<file path="src/rtl/load_align_merge.sv">
module load_align_merge #(
  parameter int REG_W  = 64,
  parameter int WORD_W = 64
) (
  input  logic                         clk,
  input  logic                         rst_n,
  input  logic                         ld_valid,
  input  logic                         ld_half,
  input  logic [$clog2(WORD_W/8)-1:0]  ld_addr,
  input  logic [REG_W-1:0]             ld_old,
  input  logic [WORD_W-1:0]            ld_rdata,
  output logic                         res_valid,
  output logic [REG_W-1:0]             res_data
);
  localparam int LANES = WORD_W / 8;
  localparam int AW    = $clog2(LANES);

  logic [AW+2:0]    byte_pos;
  logic [AW+2:0]    half_pos;
  logic [7:0]       item_b;
  logic [15:0]      item_h;
  logic [REG_W-1:0] merged;

  assign byte_pos = {ld_addr, 3'b000};
  assign half_pos = {ld_addr[AW-1:1], 4'b0000};
  assign item_b   = ld_rdata[byte_pos +: 8];
  assign item_h   = ld_rdata[half_pos +: 16];
  assign merged   = ld_half ? {item_h, ld_old[REG_W-1:16]}
                            : {item_b, ld_old[REG_W-1:8]};

  always_ff @(posedge clk) begin
    if (!rst_n) begin
      res_valid <= 1'b0;
      res_data  <= '0;
    end else begin
      res_valid <= ld_valid;
      if (ld_valid) res_data <= merged;
    end
  end

  assert_valid_follows_R6: assert property (@(posedge clk) disable iff (!rst_n)
    ld_valid |=> res_valid);

  assert_idle_low_R7: assert property (@(posedge clk) disable iff (!rst_n)
    !ld_valid |=> (!res_valid && $stable(res_data)));

  assert_byte_shift_R2: assert property (@(posedge clk) disable iff (!rst_n)
    (ld_valid && !ld_half) |=> res_data[REG_W-9:0] == $past(ld_old[REG_W-1:8]));

  assert_half_shift_R3: assert property (@(posedge clk) disable iff (!rst_n)
    (ld_valid && ld_half) |=> res_data[REG_W-17:0] == $past(ld_old[REG_W-1:16]));
endmodule

</file>
<file path="config.mk">
export PLATFORM = sky130hd
export DESIGN_NAME = load_align_merge
export DESIGN_NICKNAME = d
export VERILOG_FILES = /design/src/rtl/load_align_merge.sv
export SDC_FILE = /design/constraint.sdc
export NUM_CORES = 1
export LEC_CHECK = 0
export ABC_CLOCK_PERIOD_IN_PS = 2510
export CORE_MARGIN = 1.5
export CORE_UTILIZATION = 42
export CTS_CLUSTER_SIZE = 10
export DETAILED_ROUTE_END_ITERATION = 8
export PLACE_DENSITY = 0.85
export RECOVER_POWER = 25
export SETUP_SLACK_MARGIN = 0.3
export SLEW_MARGIN = 30
export SYNTH_ARGS = -nofsm -noshare
export SYNTH_HDL_FRONTEND = slang
export SYNTH_SLANG_ARGS = --single-unit
</file>
<file path="constraint.sdc">
create_clock -name clk -period 2.51 [get_ports clk]
set_input_delay 0.6275 -clock clk [delete_from_list [all_inputs] [get_ports clk]]
set_output_delay 0.6275 -clock clk [all_outputs]
set_load 0.02 [all_outputs]
</file>
* After elaboration in Yosys (flattened, before gate mapping)
Index checks and enable logic that the tools add are counted. W data, S select, Z words.
Storage, ports and cells: register bits after elaboration 65, bits in latches 0, memory bits (writable) 0, ROM bits 0, input bits 135, output and inout bits 65, logic and storage cells 5, memories kept 0
Operators by class: add/subtract/negate cells 0, multipliers 0, divide/modulo/power cells 0, order comparisons 0, equal/unequal tests 0, shift-type cells 2, muxes and demuxes 1, bitwise operators 0, reductions and logical operators 0
Operator list (count):
- $mux W64 | 1
- $shiftx A64 B7 Y16 | 1
- $shiftx A64 B7 Y8 | 1

* Depth between registers and ports, before layout
depth after elaboration 2, gate-level depth with buffers 6, mapped depth without buffers 3

* Least setup slack after synthesis
OpenSTA, ideal clock, no wires.
kind input-to-reg, start input ld_addr[1], end register res_data[55], setup time 0.133 ns, arrival 1.655 ns, required time 2.377 ns, setup slack 0.723 ns, stages on the path 5, buffers on the path 2, path through buf_2 buf_6 mux4_2 mux2i_1 a21oi_1
On the way: cells in the longest elaborated chain, start to end 2
RTL lines:
- from (decl) | line 9 | input logic [$clog2(WORD_W/8)-1:0] ld_addr,
- $shiftx A64 B7 Y16 | line 27 | assign item_h = ld_rdata[half_pos +: 16];
- $mux W64 | line 28 | assign merged = ld_half ? {item_h, ld_old[REG_W-1:16]}
- to (signal assigned) | line 37 | if (ld_valid) res_data <= merged;
- to (decl) | line 13 | output logic [REG_W-1:0] res_data
Every way passes these cells. A chain may end at the register's enable or synchronous reset.

* Worst setup path in the final report
start register res_data[48], end output res_data[48]
No word-level cell between the ends.

==> flow_summary.yaml <==
worst_setup_path:
  cp_slowest_cell: "clkdlybuf4s50_1"
  crit_path_start: "res_data[48]$_SDFFE_PN0P_"
  cp_cell_sequence: "clkdlybuf4s50_1"
  r2r_end: "res_data[61]$_SDFFE_PN0P_"
  cp.required_ns: 1.88
  reg2reg_depth: 2
  r2r_slack_ns: 1.75
  arrival_ns: 1.34
  max_stage_delay_ns: 0.66
  worstPathMaxFanout: 2
  start_kind: "flop"
  crit_family: "buffers and inverters"
  critPathBufInv: 1
  worstSetupEndpointType: "output port"
  r2r_start: "res_data[61]$_SDFFE_PN0P_"
  critPathKind: "reg2out"
floorplan:
  die_x_um: 95.9
  start_util_pct: 43.7
  core_area_um2: 8300
  io-pin-count: 200
  die_area_um2: 9200
  die_h_um: 95.9
  fp-row-count: 33
routing:
  postRouteAntennaNets: 0
  dr.pass1.iters: 5
  drc: 0
  drt-wirelength-per-cell_um: 18.5
  viasPerCell: 5.47
  routed_wl_um: 11500
  first_iter_violations: 169
  vias: 3392
layout:
  final_nets: 645
  layout_commonest_cell: "clkdlybuf4s50_1"
  n_fill_cell: 646
  layout-area-overhead-vs-synth_pct: 57.7
  layout-drive-gt1-share_pct: 7.18
  diodes: 0
  most-common-layout-cells: "clkdlybuf4s50_1, mux2i_1, dfxtp_1"
worst_hold_path:
  hp-start: "res_data[15]$_SDFFE_PN0P_"
  min_to: "res_data[15]$_SDFFE_PN0P_"
  hold_depth: 1
  min_path_type: "reg2reg"
status:
  outcome: "finished, final reports clean"
placed_design:
  pre_cts_slack_ns: 0.229
  dp_hpwl_um: 8820
  place.gp.congestion: 0.842
  port_buffers: 191
cts:
  ctsHoldBuffers: 0
  clock_path_buffers: 2
  clock_sinks: 65
  clk_pin_slew_ns: 0.07
  cts_tree: "built"
  root_buffer: "clkbuf_8"
  cts_buffers: 9
  clock_latency_ns: 0.33
  postCtsResizedCells: 0
  postCtsSetupBuffers: 0
  h-tree-depth: 3
timing:
  finalSetupTns_ns: 0
  hold_viol_final: 0
  finalMaxSlewViolations: 0
  worst_slew_pin_slew_ns: 1.44
  setup_ws_ns: 0.543
  post-route-period-util_pct: 78.4
  fin_crit_ns: 1.97
  finalClockSkew_ns: 0
  fmax_mhz: 508
  relSlewSlack_pct: 4.24
  setup_viol: 0
  rsz0062_at_grt: "false"
power:
  leakagePower_nw: 2.70
  peakVddDrop_v: 0.000290
  power_w: 0.00279
  power-per-cell-area_nw_per_um2: 488
logic_synthesis:
  synth_seq_cells: 65
  ys_top_cells_by_area: "dfxtp_1, mux2i_1, o211a_1"
  avgSynthCellArea_um2: 10.9
  synth_cell_types: 16
  synth_top_area_cell: "dfxtp_1"
  synthCells: 334
  synth_warnings: 0
  ys_seq_area_share_pct: 35.9
  syn_nets: 469
  synthesis.area_um2: 3630
  synth_top_area_share_pct: 35.9
global_route:
  antenna_found_initial: 0
  grt_pass1_vias: 3338
  grt_usage_pct: 24.5
  grt_overflow: 0
  grt_max_degree: 67
  grt_pass1_wl_um: 16800
job:
  drv_cap: 0
==> cell type report <==
class / instances / area [um^2] / share of cell area, %
multi-input cells: 234 / 2100 / 36.7
well taps: 105 / 131 / 2.30
flip-flops and latches: 65 / 1300 / 22.7
clock inverters: 4 / 28.8 / 0.503
clock buffers: 12 / 145 / 2.54
repair buffers: 200 / 2010 / 35.2
==> worst max-delay path by stage <==
stage                                      endpoint  cells past startpoint
after CTS                              res_data[50]                      1
after global placement    res_data[49]$_SDFFE_PN0P_                      5
after detailed placement  res_data[49]$_SDFFE_PN0P_                      5
after floorplan           res_data[55]$_SDFFE_PN0P_                      5
after global routing      res_data[56]$_SDFFE_PN0P_                      3
final                                  res_data[48]                      1
==> cells by family after synthesis <==
logic type	share of synthesized area, %
flops	35.9
buf+inv	6.17
mux	34.8
simple gates	5.45
compound gates	17.7
==> cells in the mapped netlist, drive strengths merged <==
cell type  instances
mux2i             88
dfxtp             65
nand2             48
o211a             48
clkbuf            19
a21oi             16
buf               16
mux4              16
o21ai             16
and2               1
nor2               1
==> stage by stage <==
step,util [%],hold slack (ns),instance area (um^2),std cells
2_1_floorplan,-,0.594,3630,334
3_3_place_gp,66.9,0.459,5550,604
3_5_place_dp,66.9,0.468,5550,604
4_1_cts,69.0,0.487,5720,620
5_1_grt,68.9,0.503,5720,620
6_report,68.9,0.483,5720,620
==> sequential cells by signal (all words and copies together), names as in the netlist <==
signal	cells
res_data	64
res_valid	1
==> where the power goes <==
part / leakage (nW) / switching [W] / total [W] / internal [W]
clock: 0.0826 / 0.000410 / 0.000796 / 0.000386
sequential: 0.541 / 0.0000413 / 0.00115 / 0.00111
combinational: 2.07 / 0.000362 / 0.000842 / 0.000480
total: 2.70 / 0.000814 / 0.00279 / 0.00198
==> layer usage <==
layer,part of all wire (%),global-route usage (%),vias to the layer above,routed length [um]
met5,0,0,-,0
met3,7.5,6.24,21,857
met2,51,41.5,130,5810
li1,-,-,1612,-
met4,2.1,8.58,0,244
met1,40,30.0,1629,4580
Power figures use the tool's default switching activity.
